## src/rtl/ssc_pkg.sv

```systemverilog
package ssc_pkg;

  typedef enum logic {
    SPREAD_NARROW = 1'b0,
    SPREAD_WIDE   = 1'b1
  } spread_e;

  typedef struct packed {
    logic    fire;
    spread_e sel;
  } sel_evt_t;

endpackage

```

## src/rtl/ssc_sel_sync.sv

```systemverilog
module ssc_sel_sync #(
  parameter int STAGES = 2
) (
  input  logic              clk,
  input  logic              rst,
  input  logic              sel_i,
  output ssc_pkg::sel_evt_t evt_o
);

  localparam int TOP = STAGES - 1;

  logic [STAGES-1:0] chain;
  logic              last_q;

  // Synchronizer flops carry no reset; they settle while reset is held.
  always_ff @(posedge clk) begin
    chain  <= {chain[STAGES-2:0], sel_i};
    last_q <= chain[TOP];
  end

  assign evt_o.fire = !rst && (chain[TOP] != last_q);
  assign evt_o.sel  = ssc_pkg::spread_e'(chain[TOP]);

endmodule

```

## src/rtl/ssc_settle_timer.sv

```systemverilog
module ssc_settle_timer #(
  parameter int CYCLES = 32800
) (
  input  logic clk,
  input  logic rst,
  input  logic start_i,
  output logic busy_o,
  output logic low_o
);

  localparam int CNT_W = $clog2(CYCLES);
  localparam logic [CNT_W-1:0] LOAD_V = CNT_W'(CYCLES - 1);

  logic [CNT_W-1:0] cnt_q;

  always_ff @(posedge clk) begin
    if (rst || start_i) begin
      cnt_q  <= LOAD_V;
      busy_o <= 1'b1;
      low_o  <= 1'b1;
    end else if (busy_o) begin
      if (cnt_q == '0) begin
        busy_o <= 1'b0;
        low_o  <= 1'b0;
      end else begin
        cnt_q <= cnt_q - CNT_W'(1);
      end
    end
  end

  // the window opens only on a start request
  a_r5_rise_needs_start: assert property (@(posedge clk) disable iff (rst)
    $rose(busy_o) |-> $past(start_i));

  // the window closes only after the count has run out
  a_r5_fall_at_zero: assert property (@(posedge clk) disable iff (rst)
    $fell(busy_o) |-> ($past(cnt_q) == '0 && !$past(start_i)));

  // the force-low flag tracks the busy flag
  a_r6_low_tracks_busy: assert property (@(posedge clk) disable iff (rst)
    low_o == busy_o);

  // a start during a window reloads the full length
  a_r8_reload_full: assert property (@(posedge clk) disable iff (rst)
    start_i |=> (busy_o && cnt_q == LOAD_V));

endmodule

```

## src/rtl/ssc_tri_profile.sv

```systemverilog
module ssc_tri_profile #(
  parameter int HALF        = 512,
  parameter int OFF_W       = 16,
  parameter int PEAK_WIDE   = 2621,
  parameter int PEAK_NARROW = 1311
) (
  input  logic                    clk,
  input  logic                    rst,
  input  logic                    restart_i,
  input  ssc_pkg::spread_e        sel_i,
  output logic signed [OFF_W-1:0] offset_o
);

  localparam int PH_W   = $clog2(2 * HALF);
  localparam int SH     = $clog2(HALF);
  localparam int PROD_W = PH_W + OFF_W + 2;
  localparam int PK_MAX = (PEAK_WIDE > PEAK_NARROW) ? PEAK_WIDE : PEAK_NARROW;
  localparam logic [PH_W-1:0]    HALF_V  = PH_W'(HALF);
  localparam logic [PH_W-1:0]    START_V = PH_W'(HALF / 2);
  localparam logic [PH_W:0]      FULL_V  = (PH_W + 1)'(2 * HALF);
  localparam logic [OFF_W-1:0]   PK_W_V  = OFF_W'(PEAK_WIDE);
  localparam logic [OFF_W-1:0]   PK_N_V  = OFF_W'(PEAK_NARROW);
  localparam logic signed [OFF_W:0] STEP_MAX = (OFF_W + 1)'(2 * PK_MAX / HALF + 1);

  ssc_pkg::spread_e  sel_q, sel_n;
  logic [PH_W-1:0]   ph_q, ph_n;
  logic [PH_W:0]     pos_n;
  logic [OFF_W-1:0]  peak_n, peak_q;
  logic [PROD_W-1:0] prod_n;
  logic [OFF_W-1:0]  scaled_n;
  logic [OFF_W:0]    diff_n;

  always_comb begin
    sel_n  = (rst || restart_i) ? sel_i : sel_q;
    ph_n   = (rst || restart_i) ? START_V : ph_q + PH_W'(1);
    peak_n = (sel_n == ssc_pkg::SPREAD_WIDE) ? PK_W_V : PK_N_V;
    peak_q = (sel_q == ssc_pkg::SPREAD_WIDE) ? PK_W_V : PK_N_V;
    pos_n  = (ph_n < HALF_V) ? {1'b0, ph_n} : FULL_V - {1'b0, ph_n};
    prod_n = PROD_W'(pos_n) * PROD_W'({peak_n, 1'b0});
  end

  // The scaling variant depends on whether the half period is a power of two.
  if ((HALF & (HALF - 1)) == 0) begin : g_shift
    assign scaled_n = OFF_W'(prod_n >> SH);
  end else begin : g_div
    assign scaled_n = OFF_W'(prod_n / PROD_W'(HALF));
  end

  assign diff_n = {1'b0, scaled_n} - {1'b0, peak_n};

  always_ff @(posedge clk) begin
    sel_q    <= sel_n;
    ph_q     <= ph_n;
    offset_o <= diff_n[OFF_W-1:0];
  end

  logic signed [OFF_W:0] off_ext, pk_s;
  assign off_ext = {offset_o[OFF_W-1], offset_o};
  assign pk_s    = {1'b0, peak_q};

  // the offset never leaves the band of the selected amplitude
  a_r2_bounds: assert property (@(posedge clk) disable iff (rst)
    (off_ext <= pk_s) && (off_ext >= -pk_s));

  // consecutive outputs differ by at most one step unless restarted
  a_r1_step_limit: assert property (@(posedge clk) disable iff (rst)
    !restart_i |=> ((off_ext - $past(off_ext)) <= STEP_MAX &&
                    (off_ext - $past(off_ext)) >= -STEP_MAX));

  // the ramp turns downward after the positive extreme
  a_r4_turn_at_top: assert property (@(posedge clk) disable iff (rst)
    (off_ext == pk_s && !restart_i) |=> (off_ext < $past(off_ext)));

  // the ramp turns upward after the negative extreme
  a_r4_turn_at_bottom: assert property (@(posedge clk) disable iff (rst)
    (off_ext == -pk_s && !restart_i) |=> (off_ext > $past(off_ext)));

endmodule

```

## src/rtl/ssc_profile_gen.sv

```systemverilog
module ssc_profile_gen #(
  parameter int SYNC_STAGES   = 2,
  parameter int HALF_STEPS    = 512,
  parameter int OFF_W         = 16,
  parameter int PEAK_WIDE     = 2621,
  parameter int PEAK_NARROW   = 1311,
  parameter int SETTLE_CYCLES = 32800
) (
  input  logic                    clk,
  input  logic                    rst,
  input  logic                    spread_wide_i,
  output logic signed [OFF_W-1:0] offset_o,
  output logic                    settling_o,
  output logic                    force_low_o
);

  ssc_pkg::sel_evt_t evt;

  ssc_sel_sync #(
    .STAGES (SYNC_STAGES)
  ) u_sync (
    .clk   (clk),
    .rst   (rst),
    .sel_i (spread_wide_i),
    .evt_o (evt)
  );

  ssc_tri_profile #(
    .HALF        (HALF_STEPS),
    .OFF_W       (OFF_W),
    .PEAK_WIDE   (PEAK_WIDE),
    .PEAK_NARROW (PEAK_NARROW)
  ) u_profile (
    .clk       (clk),
    .rst       (rst),
    .restart_i (evt.fire),
    .sel_i     (evt.sel),
    .offset_o  (offset_o)
  );

  ssc_settle_timer #(
    .CYCLES (SETTLE_CYCLES)
  ) u_timer (
    .clk     (clk),
    .rst     (rst),
    .start_i (evt.fire),
    .busy_o  (settling_o),
    .low_o   (force_low_o)
  );

  // a detected change restarts the profile at zero inside a window
  a_r7_restart_zero: assert property (@(posedge clk) disable iff (rst)
    evt.fire |=> (offset_o == '0 && settling_o && force_low_o));

endmodule

```

## config.mk

```make
export PLATFORM = sky130hd
export DESIGN_NAME = ssc_profile_gen
export DESIGN_NICKNAME = d
export VERILOG_FILES = /design/src/rtl/ssc_pkg.sv /design/src/rtl/ssc_sel_sync.sv /design/src/rtl/ssc_settle_timer.sv /design/src/rtl/ssc_tri_profile.sv /design/src/rtl/ssc_profile_gen.sv
export SDC_FILE = /design/constraint.sdc
export NUM_CORES = 1
export LEC_CHECK = 0
export ABC_AREA = 1
export ABC_CLOCK_PERIOD_IN_PS = 14050
export BUFFER_PORTS_ARGS = -buffer_cell sky130_fd_sc_hd__buf_2
export CORE_MARGIN = 2
export CORE_UTILIZATION = 50
export CTS_CLUSTER_SIZE = 14
export DETAILED_ROUTE_END_ITERATION = 6
export PLACE_DENSITY_LB_ADDON = 0.1
export SETUP_SLACK_MARGIN = 0.3
export SLEW_MARGIN = 20
export SYNTH_ARGS = -nofsm -noshare
export SYNTH_HDL_FRONTEND = slang
export SYNTH_SLANG_ARGS = --single-unit
```

## constraint.sdc

```tcl
create_clock -name clk -period 14.05 [get_ports clk]
set_input_delay 2.1075 -clock clk [delete_from_list [all_inputs] [get_ports clk]]
set_output_delay 2.1075 -clock clk [all_outputs]
set_load 0.01 [all_outputs]
```

Word-level counts from Yosys, hierarchy flattened --
Index checks and enable logic that the tools add are counted.
Cells by class: $mul 1, bitwise logic cells 1, multiplexer cells 6, $lt $le $gt $ge 1, reductions and logical operators 6, $add $sub $neg 4, eq/ne operators 1
Operators by type and width (count):
- 11-bit by 16-bit multiplier with 24-bit output | 1
- 16-bit zero test | 1
- 16-bit by 1-bit subtractor with 16-bit output, second input constant | 1
- 16-bit subtractor | 1
- 12-bit 2-to-1 mux | 1
- 11-bit 2-to-1 mux | 1
- 11-bit by 10-bit subtractor with 11-bit output, first input constant | 1
- 10-bit by 1-bit adder with 10-bit output, second input constant | 1
- 10-bit < comparator, second input constant | 1
- 10-bit 2-to-1 mux | 1
- 2-bit AND reduction | 2
- 1-bit 2-to-1 mux | 3
- 1-bit logical AND | 1
- 1-bit zero test | 1
- 1-bit logical OR | 1
- 1-bit != test | 1
- 1-bit inverter | 1
Word-level totals: flip-flop bits (word level) 48, input bits 3, output and inout port bits 18

Longest topological paths before layout --
Gate-level depths: netlist of run 1.
depth in word-level cells 8, depth in mapped cells 43, mapped depth without buffers 42

Hierarchy --
From an unflattened synthesis of run 1, not the netlist that was laid out.
Second synthesis, totals: cell total of the unflattened synthesis 840, area, all modules 6213.5 µm²
By module, submodules not included:
- ssc_tri_profile | times used 1, area each 5078.6 µm², cells each 669
- ssc_settle_timer | times used 1, area each 1048.5 µm², cells each 162
- ssc_sel_sync | times used 1, area each 86.3 µm², cells each 9

Worst setup path before layout of run 1 --
OpenSTA, ideal clock, no wires.
kind input -> register, start point input rst, end point register u_profile.offset_o[15], path buffers 2, data arrival time 8.668 ns, slack 5.269 ns, library setup time 0.113 ns, data required time 13.937 ns, stages 34, cells stage by stage inv_1 -> nand2_2 -> nor2_2 -> inv_2 -> buf_4 -> a21oi_2 -> clkinv_1 -> clkbuf_1 -> nor2_1 -> inv_1 -> fa_1 -> fa_1 -> inv_1 -> fa_1 -> fa_1 -> inv_1 -> fa_1 -> inv_1 -> ha_1 -> a21oi_1 -> inv_1 -> nor2_1 -> nor3_1 -> a211oi_1 -> nand2_2 -> nand2_1 -> nand2_1 -> xor2_1 -> ha_1 -> or2_2 -> nor3_1 -> nand3_1 -> nand2_1 -> nand2_1
On the way: elaborated cells between the ends (all ways) 11, those cells by class 2 x add/sub; 1 x mul; 1 x order compare; 4 x mux; 3 x reduce/logical
RTL lines:
- start: declaration | RTL line ssc_profile_gen.sv:10 | input logic rst,
- 1-bit zero test | RTL line ssc_sel_sync.sv:21 | assign evt_o.fire = !rst && (chain[TOP] != last_q);
- 1-bit logical AND | RTL line ssc_sel_sync.sv:21
- 1-bit logical OR (*) | RTL line ssc_tri_profile.sv:34 | sel_n = (rst || restart_i) ? sel_i : sel_q;
- 1-bit 2-to-1 mux (*) | RTL line ssc_tri_profile.sv:34
- net u_profile.sel_n | RTL line ssc_tri_profile.sv:25 | ssc_pkg::spread_e sel_q, sel_n;
- 12-bit 2-to-1 mux (*) | RTL line ssc_tri_profile.sv:36 | peak_n = (sel_n == ssc_pkg::SPREAD_WIDE) ? PK_W_V : PK_N_V;
- 11-bit by 16-bit multiplier with 24-bit output | RTL line ssc_tri_profile.sv:39 | prod_n = PROD_W'(pos_n) * PROD_W'({peak_n, 1'b0});
- 16-bit subtractor (*) | RTL line ssc_tri_profile.sv:49 | assign diff_n = {1'b0, scaled_n} - {1'b0, peak_n};
- net u_profile.diff_n[15] | RTL line ssc_tri_profile.sv:31 | logic [OFF_W:0] diff_n;
- end signal: assignment | RTL line ssc_tri_profile.sv:54 | offset_o <= diff_n[OFF_W-1:0];
- end: declaration | RTL line ssc_tri_profile.sv:11 | output logic signed [OFF_W-1:0] offset_o
Mark *: on every way through the listed nets, which the timed path passes. The rest lies on a longest branch. A chain may end at the register's enable or synchronous reset.

Worst setup path in the final report of run 1 --
start point input rst, end point register u_profile.offset_o[13]
Same word-level chain as after synthesis.

==> impl_metrics.yaml, run 1 <==
outcome:
  status: "finished clean"
logic_synthesis:
  synth_warnings: 0
  yosys_register_bits: 48
  synth-edff-count: 0
  ys_dominant_reg_cell: "dfxtp_1"
  syn_area_sq_um: 6160
  syn_inst: 811
  async_flop_share: 0
  synth_area_per_cell_sq_um: 7.60
  ys_types: 41
  ys_seq_area_frac: 0.156
layout:
  final_net_count: 988
  final_common_cell: "inv_1"
  layout_common_cells: "inv_1, nand2_1, ha_1"
  diodes: 0
  area_delta_synth_final_pct: 7.41
  layoutNonFillerInstCount: 988
  fin_util: 0.551
  drive_gt1_frac: 0.0927
floorplan:
  core_area_sq_um: 12000
  start_util: 0.513
  std_cell_rows: 40
  die_area_sq_um: 13200
  die_w_um: 115
  num_io_pins: 21
  die_y_um: 115
worst_setup_path:
  worstSetupPathType: "in -> reg"
  crit_path_start_kind: "primary input"
  critical_path_depth: 34
  critPathArrivalTime_ns: 10.23
  crit_start: "rst"
  crit_family: "adder cells"
  path_max_fanout: 20
  slowest_stage: "nor2_2"
  cpMostUsedCell: "inv_1"
  r2r_setup_slack_ns: 5.53
  worstPathRequired_ns: 14.24
  critPathBufInv: 11
  endpoint: "u_profile.offset_o[13]$_DFF_P_"
  crit-reg2reg-capture: "u_profile.offset_o[13]$_DFF_P_"
  regToRegStartpoint: "u_sync.chain[1]$_DFF_P_"
  crit_path_end_kind: "flip-flop"
  worstRegToRegCells: 34
  slowest_delay_ns: 0.65
placed_design:
  dp_hpwl_mm: 10.8
  dp.cells: 980
  gp_congestion: 0.945
  port_buffers: 20
global_routing:
  antenna_found_initial: 0
  grt_pass1_vias: 5093
  grt_use_total: 0.208
  grt_first_pass_wirelength_mm: 22.0
  overflow: 0
  grt_max_degree: 21
flow_run:
  drv_cap: 0
cts:
  cts.sinks: 48
  post_cts_buffers: 0
  cts_made_buffers: 5
  clockRootBuffer: "clkbuf_16"
  h-tree-depth: 2
  cts_max_path_buffers: 2
  cts_tree: "yes"
  cts_resized: 0
  clock_latency_ns: 0.29
  hold_buffers: 0
  clk_pin_slew_ns: 0.07
routing:
  dr.pass1.iters: 5
  vias_per_cell: 5.05
  routedWlPerCell_um: 12.6
  postRouteWirelength_mm: 12.4
  vias: 4992
  drc: 0
  ant_nets: 0
  drt-initial-drc-count: 237
timing:
  slew_viol_final: 0
  finalCritPeriodShare: 0.715
  finClkSkew_ns: 0.00853
  tns_ns: 0
  slew_headroom: 0.420
  whs_ns: 0.346
  hold_viol: 0
  setup_viol: 0
  rsz0062_at_grt: "no"
  period_needed_ns: 10.04
  clock.fmax_mhz: 99.6
  worst_slew_pin_slew_ns: 0.868
power:
  swShare: 0.402
  clkPwrFrac: 0.238
  net-switching-power_uw: 233
  pwr-share-comb: 0.479
  power_density_nw_per_um2: 87.5
  internal-power_uw: 347
  power_uw: 580
  power_frac_seq: 0.284
  leakagePower_uw: 0.00359
  ir_worst_vdd_uv: 77.9
min_path:
  hold_depth: 0
  hp-class: "reg -> reg"
[metrics by stage]
stage               instance area, sq um  worst slack [ns]
CTS                                 6620              3.97
detailed placement                  6450              3.69
global route                        6620              3.35
finish                              6620              4.01
global placement                    6450              3.89
floorplan                           6200              5.27
[worst register-to-register path: cells and delay by family, from the launching register on]
| family | cells | cell delay, ns |
|---|---|---|
| flip-flops | 1 | 0.34 |
| XOR/XNOR | 1 | 0.15 |
| adder cells (fa/ha/maj) | 7 | 3.16 |
| buffers and inverters | 10 | 1.61 |
| AO/OA/AOI/OAI | 3 | 0.76 |
| AND/OR/NAND/NOR | 13 | 2.35 |
[cell families after synthesis]
logic type,synth area share
other,0.00122
AOI/OAI and AO/OA,0.0737
and+or+nand+nor,0.230
adders and majority gates,0.370
buffers and inverters,0.133
xor gates and xnor gates,0.0365
DFF,0.156
[routing by layer]
metal	up-vias	part of all wire	track usage
met5	-	0	0
met4	0	0.014	0.0482
met3	16	0.038	0.0269
met2	69	0.50	0.382
met1	2354	0.45	0.258
li1	2553	-	-
[worst min-delay path by stage]
stage                       startpoint                 endpoint  slack [ns]
2_1_floorplan  u_sync.chain[0]$_DFF_P_  u_sync.chain[1]$_DFF_P_        0.31
3_3_place_gp   u_sync.chain[0]$_DFF_P_  u_sync.chain[1]$_DFF_P_        0.32
3_5_place_dp   u_sync.chain[0]$_DFF_P_  u_sync.chain[1]$_DFF_P_        0.33
4_1_cts        u_sync.chain[0]$_DFF_P_  u_sync.chain[1]$_DFF_P_        0.35
5_1_grt        u_sync.chain[0]$_DFF_P_  u_sync.chain[1]$_DFF_P_        0.36
6_report       u_sync.chain[0]$_DFF_P_  u_sync.chain[1]$_DFF_P_        0.35
[cells in the mapped netlist (2+ instances only)]
cell        n  area, sq um
clkbuf_1    7         26.3
fa_1       62         1240
o21bai_1    3         22.5
nand2_2    17          106
nor2_2      4         25.0
dfxtp_1    48          961
nand3b_1    3         22.5
nand2_1   112          420
a21oi_2     2         17.5
nand3_1    28          140
nand4_1    10         62.6
a21oi_1    43          215
nand3_2     7         70.1
or2_2       2         12.5
nor2_1     74          278
ha_1       83         1040
inv_2       4         15.0
nor4_1      6         37.5
nand3b_4    2         40.0
xnor2_1     6         52.6
xor2_1     16          140
nor2_4      3         33.8
inv_1     202          758
xor2_2      2         32.5
nor3_1     17         85.1
o21ai_0    25          125
nand2_4     4         45.0
a31oi_1     3         18.8
conb_1      2         7.51
o21ai_1     3         15.0
[registers in the layout, summed over array words and instances (netlist names)]
register / count
u_timer.cnt_q: 16
u_profile.ph_q: 10
u_profile.sel_q: 1
u_timer.low_o: 1
u_timer.busy_o: 1
u_profile.offset_o: 16
u_sync.last_q: 1
u_sync.chain: 2
[power groups by stage]
| stage | Combinational (uW) | Clock, uW | Sequential, uW |
|---|---|---|---|
| after floorplan | 200 | 0 | 180 |
| after global placement | 277 | 0 | 167 |
| after detailed placement | 280 | 0 | 168 |
| after CTS | 282 | 141 | 165 |
| after global routing | 318 | 147 | 166 |
| final | 278 | 138 | 164 |
[final cells by class]
type	count	area, sq um
Clock buffer	5	125
Clock inverter	3	47.5
Fill cell	1179	5390
Inverter	207	777
Multi-Input combinational cell	557	4420
Sequential cell	48	961
Tap cell	147	184
Timing Repair Buffer	21	108
No activity file was read; power rests on OpenSTA's default activity.
==> run 2: changes to the inputs <==
--- a/config.mk
+++ b/config.mk
@@ -6,7 +6,7 @@
 export NUM_CORES = 1
 export LEC_CHECK = 0
 export ABC_AREA = 1
-export ABC_CLOCK_PERIOD_IN_PS = 14050
+export ABC_CLOCK_PERIOD_IN_PS = 9500
 export BUFFER_PORTS_ARGS = -buffer_cell sky130_fd_sc_hd__buf_2
 export CORE_MARGIN = 2
 export CORE_UTILIZATION = 50
==> constraint.sdc (replaced) <==
create_clock -name clk -period 9.5 [get_ports clk]
set_input_delay 1.425 -clock clk [delete_from_list [all_inputs] [get_ports clk]]
set_output_delay 1.425 -clock clk [all_outputs]
set_load 0.01 [all_outputs]
==> run 2 against run 1 <==
Against the previous run:
- setup slack worse by 3.0 ns
- sequential cell count is the same
- combinational power is 49% higher
- critical path depth up 3
- critical path type unchanged
- largest cell class unchanged
- highest routed layer unchanged
==> impl_metrics.yaml, run 2 (synthesis gave the netlist of run 1 again) <==
placed_design:
  dp_hpwl_mm: 10.8
  port_buffers: 20
  postPlaceCellArea_sq_um: 6480
  gp_congestion: 0.884
  dp.cells: 984
  place_ws_ns: 0.578
cts:
  clock_latency_ns: 0.30
  cts.sinks: 48
  h-tree-depth: 2
  cts_max_path_buffers: 2
  cts_made_buffers: 5
  clk_pin_slew_ns: 0.07
  cts_tree: "yes"
  clockRootBuffer: "clkbuf_16"
floorplan:
  core_area_sq_um: 12000
  die_w_um: 115
  die_y_um: 115
  std_cell_rows: 40
  num_io_pins: 21
  die_area_sq_um: 13200
  start_util: 0.513
routing:
  route.met3.wl_um: 380
  routedWlPerCell_um: 12.6
  vias: 5010
  met2WireLength_mm: 6.17
  top_layer: "met4"
  wl_met1_mm: 5.79
  postRouteWirelength_mm: 12.5
  ant_nets: 0
  drt-initial-drc-count: 185
  dr.pass1.iters: 4
  drc: 0
  vias_per_cell: 5.05
timing:
  finalCritPeriodShare: 0.889
  tns_ns: 0
  slew_viol_final: 0
  period_needed_ns: 8.45
  finClkSkew_ns: 0.00376
  setup_viol: 0
  worst_slew_pin_slew_ns: 0.798
  clock.fmax_mhz: 118
  rsz0062_at_grt: "no"
  hold_viol: 0
  worst_slack_ns: 1.05
  slew_headroom: 0.464
worst_setup_path:
  worstPathRequired_ns: 9.70
  path_max_fanout: 13
  critPathArrivalTime_ns: 8.65
  slowest_stage: "fa_1"
  slowest_delay_ns: 0.55
  worstSetupPathType: "in -> reg"
  crit_path_start_kind: "primary input"
  cpMostUsedCell: "inv_1"
  crit_path_end_kind: "flip-flop"
flow_run:
  drv_cap: 0
power:
  power_density_nw_per_um2: 126
  leakagePower_uw: 0.00361
  ir_worst_vdd_uv: 94.5
layout:
  final_net_count: 993
  fin_area_sq_um: 6660
  reg_top3: "u_profile.offset_o x16, u_timer.cnt_q x16, u_profile.ph_q x10"
  fill_cells: 1199
  layoutNonFillerInstCount: 993
  diodes: 0
  drive_gt1_frac: 0.102
  ff_latch_area_sq_um: 961
  area_delta_synth_final_pct: 7.96
  layout_common_cells: "inv_1, nand2_1, ha_1"
  multi_input_area_sq_um: 4430
  final_common_cell: "inv_1"
global_routing:
  grt_use_total: 0.210
  grt_pass1_vias: 5086
  grt_max_degree: 21
  antenna_found_initial: 0
  grt_first_pass_wirelength_mm: 22.5
  overflow: 0
min_path:
  hp-class: "reg -> reg"
outcome:
  status: "finished clean"
## run 2: cell types whose count changed in the layout (fill, tap and decap cells not counted), sizes merged
cell,delta
buf,+5
clkinv,-2
clkinvlp,+2
bufinv,-1
clkbuf,+1
## run 2: layout make-up
cell class,instances,area share
multi-input combinational,557,0.666
tap,147,0.0276
sequential,48,0.144
inverter,207,0.117
clock inverter,2,0.00226
clock buffer,6,0.0209
timing repair buffer,26,0.0218
## run 2: path summary, 6_finish.rpt
path	startpoint	endpoint	slack (ns)	depth (start not counted)
worst max register to register	u_sync.chain[1]$_DFF_P_	u_profile.offset_o[13]$_DFF_P_	1.80	36
worst max-delay path	rst	u_profile.offset_o[13]$_DFF_P_	1.05	37
worst min register to register	u_sync.chain[0]$_DFF_P_	u_sync.chain[1]$_DFF_P_	0.33	0
worst min-delay path	u_sync.chain[0]$_DFF_P_	u_sync.chain[1]$_DFF_P_	0.33	0
## run 2: repair_timing
| item | in CTS | in global routing |
|---|---|---|
| hold buffers | 0 | 0 |
| endpoints found under the setup margin | 0 | 2 |
| resized for setup | 0 | 3 |
| endpoints found under the hold margin | 0 | 0 |
| buffers inserted | 0 | 1 |
## run 2: power breakdown
group	leakage [uW]	internal [uW]	total (uW)	switching [uW]
Clock	0.0000691	105	184	79.6
Sequential	0.000395	236	243	7.15
Combinational	0.00314	153	413	260
## run 2: worst max-delay path: cells and delay by family
| kind | cells | cell delay (ns) |
|---|---|---|
| compound gates | 3 | 0.94 |
| xor+xnor | 2 | 0.45 |
| fa+ha+maj | 8 | 3.47 |
| buf+inv | 11 | 0.96 |
| simple gates | 13 | 1.37 |
## run 2: metal layers
layer  vias to the layer above  track usage
met5                         -            0
met4                         0       0.0434
met3                         9       0.0269
met2                        64        0.373
met1                      2378        0.275
li1                       2559            -
## run 2: through the flow
step	utilization	hold WS, ns	total power, uW
global placement	0.539	0.321	656
global route	0.554	0.347	917
CTS	0.552	0.331	850
floorplan	-	0.310	562
finish	0.554	0.329	840
detailed placement	0.539	0.321	661
